**src/rtl/sch_pkg.sv**
```systemverilog
package sch_pkg;

  localparam int unsigned BYTE_W = 8;

  // reset images of the two configuration bytes
  localparam logic [BYTE_W-1:0] HI_RST = 8'h00;
  localparam logic [BYTE_W-1:0] LO_RST = 8'h20;

  // writable bits while stopped
  localparam logic [BYTE_W-1:0] HI_WMASK = 8'hC1;
  localparam logic [BYTE_W-1:0] LO_WMASK = 8'h47;

  // writable bits while running
  localparam logic [BYTE_W-1:0] HI_RUN_MASK = 8'h00;
  localparam logic [BYTE_W-1:0] LO_RUN_MASK = 8'h01;

  // field positions
  localparam int unsigned HI_OPCLK  = 7;
  localparam int unsigned HI_EXTCLK = 6;
  localparam int unsigned HI_TRIG   = 0;
  localparam int unsigned LO_RXINV  = 6;
  localparam int unsigned LO_MODE   = 1;

  typedef enum logic [1:0] {
    MODE_SYNC  = 2'b00,
    MODE_ASYNC = 2'b01,
    MODE_TWIRE = 2'b10,
    MODE_RSVD  = 2'b11
  } sch_mode_e;

endpackage

```
**src/rtl/sch_sync.sv**
```systemverilog
module sch_sync #(
  parameter int unsigned STAGES  = 2,
  parameter logic        RST_VAL = 1'b0
) (
  input  logic clk,
  input  logic rst_n,
  input  logic d,
  output logic q
);

  logic [STAGES-1:0] sh_q;
  logic [STAGES-1:0] sh_d;

  generate
    if (STAGES == 1) begin : g_single
      assign sh_d = d;
    end else begin : g_chain
      assign sh_d = {sh_q[STAGES-2:0], d};
    end
  endgenerate

  always_ff @(posedge clk or negedge rst_n) begin
    if (!rst_n) sh_q <= {STAGES{RST_VAL}};
    else        sh_q <= sh_d;
  end

  assign q = sh_q[STAGES-1];

endmodule

```
**src/rtl/sch_mode_reg.sv**
```systemverilog
module sch_mode_reg
  import sch_pkg::*;
(
  input  logic              clk,
  input  logic              rst_n,
  input  logic              wr_en,
  input  logic              wr_hi,
  input  logic [BYTE_W-1:0] wr_data,
  input  logic              ch_run,
  output logic [15:0]       mode_rd,
  output logic              opclk_sel,
  output logic              ext_clk,
  output logic              edge_trig,
  output logic              rx_inv,
  output logic [1:0]        mode_fld
);

  logic [BYTE_W-1:0] hi_q, hi_d;
  logic [BYTE_W-1:0] lo_q, lo_d;
  logic [BYTE_W-1:0] hi_msk, lo_msk;

  always_comb begin
    hi_msk = ch_run ? HI_RUN_MASK : HI_WMASK;
    lo_msk = ch_run ? LO_RUN_MASK : LO_WMASK;
    hi_d   = hi_q;
    lo_d   = lo_q;
    if (wr_en) begin
      if (wr_hi) hi_d = (hi_q & ~hi_msk) | (wr_data & hi_msk);
      else       lo_d = (lo_q & ~lo_msk) | (wr_data & lo_msk);
    end
  end

  always_ff @(posedge clk or negedge rst_n) begin
    if (!rst_n) begin
      hi_q <= HI_RST;
      lo_q <= LO_RST;
    end else begin
      hi_q <= hi_d;
      lo_q <= lo_d;
    end
  end

  assign mode_rd   = {hi_q, lo_q};
  assign opclk_sel = hi_q[HI_OPCLK];
  assign ext_clk   = hi_q[HI_EXTCLK];
  assign edge_trig = hi_q[HI_TRIG];
  assign rx_inv    = lo_q[LO_RXINV];
  assign mode_fld  = lo_q[LO_MODE +: 2];

endmodule

```
**src/rtl/sch_tclk_gen.sv**
```systemverilog
module sch_tclk_gen #(
  parameter int unsigned DIV_W       = 7,
  parameter int unsigned SYNC_STAGES = 2
) (
  input  logic             clk,
  input  logic             rst_n,
  input  logic             ch_run,
  input  logic             opclk_sel,
  input  logic             ext_clk,
  input  logic             pre_ce0,
  input  logic             pre_ce1,
  input  logic [DIV_W-1:0] div_ratio,
  input  logic             sck_in,
  output logic             tclk_ce
);

  localparam int unsigned CNT_W = DIV_W + 1;

  logic             op_ce;
  logic [CNT_W-1:0] limit;
  logic [CNT_W-1:0] cnt_q, cnt_d;
  logic             div_hit;
  logic             sck_s;
  logic             sck_e_q, sck_e_d;
  logic             ext_rise;

  assign op_ce = opclk_sel ? pre_ce1 : pre_ce0;
  assign limit = {div_ratio, 1'b1};

  sch_sync #(.STAGES(SYNC_STAGES), .RST_VAL(1'b0)) u_sck_sync (
    .clk   (clk),
    .rst_n (rst_n),
    .d     (sck_in),
    .q     (sck_s)
  );

  always_comb begin
    cnt_d = cnt_q;
    if (!ch_run || ext_clk)  cnt_d = '0;
    else if (op_ce)          cnt_d = (cnt_q == limit) ? '0 : cnt_q + CNT_W'(1);
    sck_e_d = op_ce ? sck_s : sck_e_q;
  end

  always_ff @(posedge clk or negedge rst_n) begin
    if (!rst_n) begin
      cnt_q   <= '0;
      sck_e_q <= 1'b0;
    end else begin
      cnt_q   <= cnt_d;
      sck_e_q <= sck_e_d;
    end
  end

  assign div_hit  = op_ce && (cnt_q == limit);
  assign ext_rise = op_ce && sck_s && !sck_e_q;
  assign tclk_ce  = ch_run && (ext_clk ? ext_rise : div_hit);

endmodule

```
**src/rtl/sch_start_ctrl.sv**
```systemverilog
module sch_start_ctrl #(
  parameter int unsigned SYNC_STAGES = 2
) (
  input  logic clk,
  input  logic rst_n,
  input  logic ch_run,
  input  logic edge_trig,
  input  logic rx_invert,
  input  logic start_req,
  input  logic rxd_in,
  output logic start_pulse,
  output logic rxd_out
);

  logic rx_s;
  logic rx_cond;
  logic rx_prev_q;
  logic rx_fall;
  logic trig_ok;
  logic armed_q, armed_d;
  logic pulse_q, pulse_d;

  sch_sync #(.STAGES(SYNC_STAGES), .RST_VAL(1'b1)) u_rx_sync (
    .clk   (clk),
    .rst_n (rst_n),
    .d     (rxd_in),
    .q     (rx_s)
  );

  assign rx_cond = rx_s ^ rx_invert;
  assign rx_fall = rx_prev_q && !rx_cond;
  assign trig_ok = edge_trig ? rx_fall : 1'b1;

  always_comb begin
    armed_d = ch_run && (start_req || (armed_q && !trig_ok));
    pulse_d = ch_run && armed_q && trig_ok;
  end

  always_ff @(posedge clk or negedge rst_n) begin
    if (!rst_n) begin
      rx_prev_q <= 1'b1;
      armed_q   <= 1'b0;
      pulse_q   <= 1'b0;
    end else begin
      rx_prev_q <= rx_cond;
      armed_q   <= armed_d;
      pulse_q   <= pulse_d;
    end
  end

  assign start_pulse = pulse_q;
  assign rxd_out     = rx_cond;

endmodule

```
**src/rtl/sch_mode_ctrl.sv**
```systemverilog
module sch_mode_ctrl
  import sch_pkg::*;
#(
  parameter int unsigned DIV_W       = 7,
  parameter int unsigned SYNC_STAGES = 2
) (
  input  logic              clk,
  input  logic              rst_n,
  input  logic              wr_en,
  input  logic              wr_hi,
  input  logic [BYTE_W-1:0] wr_data,
  input  logic [DIV_W-1:0]  div_ratio,
  input  logic              ch_run,
  input  logic              start_req,
  input  logic              pre_ce0,
  input  logic              pre_ce1,
  input  logic              sck_in,
  input  logic              rxd_in,
  output logic [15:0]       mode_rd,
  output logic              tclk_ce,
  output logic              start_pulse,
  output logic              rxd_out
);

  logic [1:0] rst_sh_q;
  logic       rst_i_n;
  logic       opclk_sel, ext_clk, edge_trig, rx_inv;
  logic [1:0] mode_fld;
  logic       rx_invert;

  // asynchronous assertion, synchronous release
  always_ff @(posedge clk or negedge rst_n) begin
    if (!rst_n) rst_sh_q <= 2'b00;
    else        rst_sh_q <= {rst_sh_q[0], 1'b1};
  end
  assign rst_i_n = rst_sh_q[1];

  sch_mode_reg u_reg (
    .clk       (clk),
    .rst_n     (rst_i_n),
    .wr_en     (wr_en),
    .wr_hi     (wr_hi),
    .wr_data   (wr_data),
    .ch_run    (ch_run),
    .mode_rd   (mode_rd),
    .opclk_sel (opclk_sel),
    .ext_clk   (ext_clk),
    .edge_trig (edge_trig),
    .rx_inv    (rx_inv),
    .mode_fld  (mode_fld)
  );

  assign rx_invert = rx_inv && (sch_mode_e'(mode_fld) == MODE_ASYNC);

  sch_tclk_gen #(.DIV_W(DIV_W), .SYNC_STAGES(SYNC_STAGES)) u_tclk (
    .clk       (clk),
    .rst_n     (rst_i_n),
    .ch_run    (ch_run),
    .opclk_sel (opclk_sel),
    .ext_clk   (ext_clk),
    .pre_ce0   (pre_ce0),
    .pre_ce1   (pre_ce1),
    .div_ratio (div_ratio),
    .sck_in    (sck_in),
    .tclk_ce   (tclk_ce)
  );

  sch_start_ctrl #(.SYNC_STAGES(SYNC_STAGES)) u_start (
    .clk         (clk),
    .rst_n       (rst_i_n),
    .ch_run      (ch_run),
    .edge_trig   (edge_trig),
    .rx_invert   (rx_invert),
    .start_req   (start_req),
    .rxd_in      (rxd_in),
    .start_pulse (start_pulse),
    .rxd_out     (rxd_out)
  );

endmodule

```
**config.mk**
```make
export PLATFORM = sky130hd
export DESIGN_NAME = sch_mode_ctrl
export DESIGN_NICKNAME = d
export VERILOG_FILES = /design/src/rtl/sch_pkg.sv /design/src/rtl/sch_sync.sv /design/src/rtl/sch_mode_reg.sv /design/src/rtl/sch_tclk_gen.sv /design/src/rtl/sch_start_ctrl.sv /design/src/rtl/sch_mode_ctrl.sv
export SDC_FILE = /design/constraint.sdc
export NUM_CORES = 1
export LEC_CHECK = 0
export CORE_ASPECT_RATIO = 0.7
export CORE_MARGIN = 1
export CORE_UTILIZATION = 40
export CTS_BUF_LIST = sky130_fd_sc_hd__clkbuf_8 sky130_fd_sc_hd__clkbuf_16
export CTS_CLUSTER_DIAMETER = 120
export DETAILED_ROUTE_END_ITERATION = 16
export GPL_TIMING_DRIVEN = 0
export HOLD_SLACK_MARGIN = 0.12
export PLACE_DENSITY = 0.72
export SLEW_MARGIN = 0
export SYNTH_ARGS = -nofsm -noshare
export SYNTH_HDL_FRONTEND = slang
export SYNTH_HIERARCHICAL = 1
export SYNTH_SLANG_ARGS = --single-unit
```
**constraint.sdc**
```tcl
create_clock -name clk -period 4.6 [get_ports clk]
set_clock_uncertainty 0.1 [all_clocks]
set_input_delay 0.92 -clock clk [delete_from_list [all_inputs] [get_ports clk]]
set_output_delay 0.92 -clock clk [all_outputs]
set_load 0.005 [all_outputs]
```
==> impl_metrics.env, run 1 <==
export IMPL_start_util=0.440
export IMPL_drt_wl_total_um=2320
export IMPL_syn_inst=120
export IMPL_crit_path_start_kind="input port"
export IMPL_gr_max_usage_layer="met2"
export IMPL_regToRegEndpoint="u_tclk/cnt_q[2]"
export IMPL_antenna_left=0
export IMPL_peakVddDrop_uv=140
export IMPL_cts_resized=0
export IMPL_synth_edf_count=0
export IMPL_routed_via_density=4.75
export IMPL_crit_start="div_ratio[1]"
export IMPL_numCtsBuffers=3
export IMPL_min_path_type="flip-flop to flip-flop"
export IMPL_power_density_mw_per_mm2=298
export IMPL_clockRootBuffer="clkbuf_8"
export IMPL_io_buffers=31
export IMPL_ctsHoldBuffers=0
export IMPL_die_area_mm2=0.00345
export IMPL_cap_violations=0
export IMPL_cts_root_to_sink_buffers=2
export IMPL_tns_ns=0
export IMPL_area_growth_pct=33.3
export IMPL_slew_viol_final=0
export IMPL_grt_pass1_wl_um=3830
export IMPL_ys_seq_area_frac=0.489
export IMPL_grtUsageMet2=0.226
export IMPL_fin_crit_sh=0.852
export IMPL_hold_viol=0
export IMPL_syn_area_mm2=0.00129
export IMPL_cts_tree="yes"
export IMPL_crit_path_end_kind="output pin"
export IMPL_worstPathMaxFanout=2
export IMPL_path_cells="clkdlybuf4s50_1, xnor2_1, nand4_1, or3_1, o22ai_1, and3_1, clkdlybuf4s50_1"
export IMPL_antenna_found_initial=0
export IMPL_syn_avg_cell_area_um2=10.7
export IMPL_cts_sinks=25
export IMPL_crit_path_end="tclk_ce"
export IMPL_drt_iter0_markers=46
export IMPL_p_leak_nw=0.757
export IMPL_critPathKind="input port to output pin"
export IMPL_postCtsSetupRepairBufs=0
export IMPL_synth_distinct_cells=32
export IMPL_reg2regPathDepth=5
export IMPL_grt_usage=0.146
export IMPL_worst_path_largest_cell_delay_ns=0.50
export IMPL_yosysWarnings=6
export IMPL_routedWlPerCell_um=11.7
export IMPL_h_tree_depth=1
export IMPL_synth_ff_type="dfrtp_1"
export IMPL_slowest_stage="clkdlybuf4s50_1"
export IMPL_use_met1=0.194
export IMPL_ios=44
export IMPL_status="complete, no violations"
export IMPL_finalHoldWorstSlack_ns=0.257
export IMPL_use_met3=0.0455
export IMPL_die_h_um=49.4
export IMPL_die_w_um=69.8
export IMPL_dr_pass1_iters=4
export IMPL_ys_ff_latch=25
export IMPL_relSlewSlack=0.407
export IMPL_rsz0062_at_grt="false"
export IMPL_antenna_cells=0
export IMPL_grt_max_degree=24
export IMPL_nFillCells=249
export IMPL_gp_congestion=0.802
export IMPL_fp_row_count=16
export IMPL_vias=941
export IMPL_period_needed_ns=3.92
export IMPL_grt_overflow_total=0
export IMPL_fin_nets=189
export IMPL_rr_startpoint="u_tclk/cnt_q[2]"
export IMPL_drc=0
export IMPL_synth_async_reset_ratio=1.00
export IMPL_setup_viol=0
export IMPL_rrSetupSlack_ns=2.84
export IMPL_required_ns=3.58
export IMPL_layout_drive_gt1_share=0.179
export IMPL_grt_pass1_vias=845
export IMPL_cp_common_cell="clkdlybuf4s50_1"
export IMPL_hpwl_um=1900
export IMPL_clk_pin_slew_worst_paths_ns=0.08
export IMPL_max_freq_mhz=255
export IMPL_cp_arrival_ns=2.90
export IMPL_worst_slew_pin_slew_ns=0.890
export IMPL_clk_latency_ns=0.26
export IMPL_core_area_mm2=0.00292
cells by family after synthesis:
family | synth area share
and+or+nand+nor | 0.170
DFF | 0.489
AOI/OAI and AO/OA | 0.0953
buffers and inverters | 0.0876
xor gates and xnor gates | 0.0613
muxes | 0.0778
other | 0.00875
adders and majority gates | 0.00973
per-layer routing:
| layer | vias up | wire [um] |
|---|---|---|
| met5 | - | 0 |
| li1 | 476 | - |
| met4 | 0 | 30 |
| met1 | 434 | 1080 |
| met3 | 4 | 123 |
| met2 | 27 | 1080 |
through the flow:
| step | worst slack [ns] | utilization | instance area (um2) | power (mW) | std cells |
|---|---|---|---|---|---|
| floorplan | 1.73 | - | 1310 | 0.330 | 127 |
| global placement | 0.709 | 0.571 | 1670 | 0.388 | 194 |
| detailed placement | 0.677 | 0.571 | 1670 | 0.392 | 194 |
| CTS | 0.677 | 0.586 | 1710 | 0.518 | 198 |
| global route | 0.605 | 0.586 | 1710 | 0.540 | 198 |
| finish | 0.680 | 0.586 | 1710 | 0.510 | 198 |
worst max-delay path, delay by kind of cell:
family / cells / cell delay [ns]
buffers and inverters: 2 / 0.97
AND/OR/NAND/NOR: 3 / 0.73
AO/OA/AOI/OAI: 1 / 0.15
XOR/XNOR: 1 / 0.12
how the worst min path moves through the flow:
| stage | from | to | slack [ns] | cells past startpoint |
|---|---|---|---|---|
| after floorplan | rst_sh_q[1] | async pin | 0.19 | 0 |
| after global placement | u_tclk/u_sck_sync/sh_q[0] | u_tclk/u_sck_sync/sh_q[1] | 0.23 | 0 |
| after detailed placement | rst_sh_q[0] | rst_sh_q[1] | 0.24 | 0 |
| after CTS | rst_sh_q[0] | rst_sh_q[1] | 0.26 | 0 |
| after global routing | rst_sh_q[0] | rst_sh_q[1] | 0.26 | 0 |
| final | rst_sh_q[0] | rst_sh_q[1] | 0.26 | 0 |
power by group:
part           total, mW  internal, mW  switching, mW
sequential         0.262         0.242         0.0195
clock              0.124        0.0605         0.0636
combinational      0.124        0.0818         0.0426
cell usage after synthesis, drive strengths merged, types with 3 or more instances:
| master | n | share of area |
|---|---|---|
| conb | 3 | 0.0088 |
| nor3 | 3 | 0.012 |
| a22o | 4 | 0.027 |
| nand3 | 5 | 0.019 |
| nor2 | 6 | 0.018 |
| buf | 15 | 0.088 |
| nor2b | 4 | 0.019 |
| nand2 | 13 | 0.038 |
| dfstp | 3 | 0.061 |
| dfrtp | 22 | 0.43 |
| xnor2 | 8 | 0.054 |
| mux2 | 8 | 0.070 |
| and3 | 3 | 0.015 |
| o21ai | 5 | 0.019 |
placed cells by master (no fill, tap or decap), types with 2 or more instances in the layout:
cell / instances
xnor2_1: 8
mux2_1: 3
and3_1: 3
conb_1: 10
a21oi_1: 2
dfrtp_1: 22
buf_4: 15
nor2_1: 6
o21ai_0: 3
mux2_2: 5
o22ai_1: 2
nor2b_1: 4
clkbuf_8: 3
nor3_1: 3
a22o_1: 4
nand3_1: 5
dfstp_2: 3
o21ai_1: 2
nand2_1: 13
clkdlybuf4s50_1: 31
final cells by class:
type                    instances  area [um2]  share of cell area
flip-flops and latches         25         629               0.367
multi-input cells              87         571               0.333
repair buffers                 31         310               0.181
plain buffers                  15         113              0.0657
well taps                      36        45.0              0.0263
clock buffers                   3        41.3              0.0241
clock inverters                 1        5.00             0.00292
Power figures use the tool's default switching activity.
==> run 2: changes to the inputs <==
GPL_ROUTABILITY_DRIVEN = 0   (was unset)
==> results of run 2 <==
No change in the layout: final DEF, timing and power equal those of run 1.
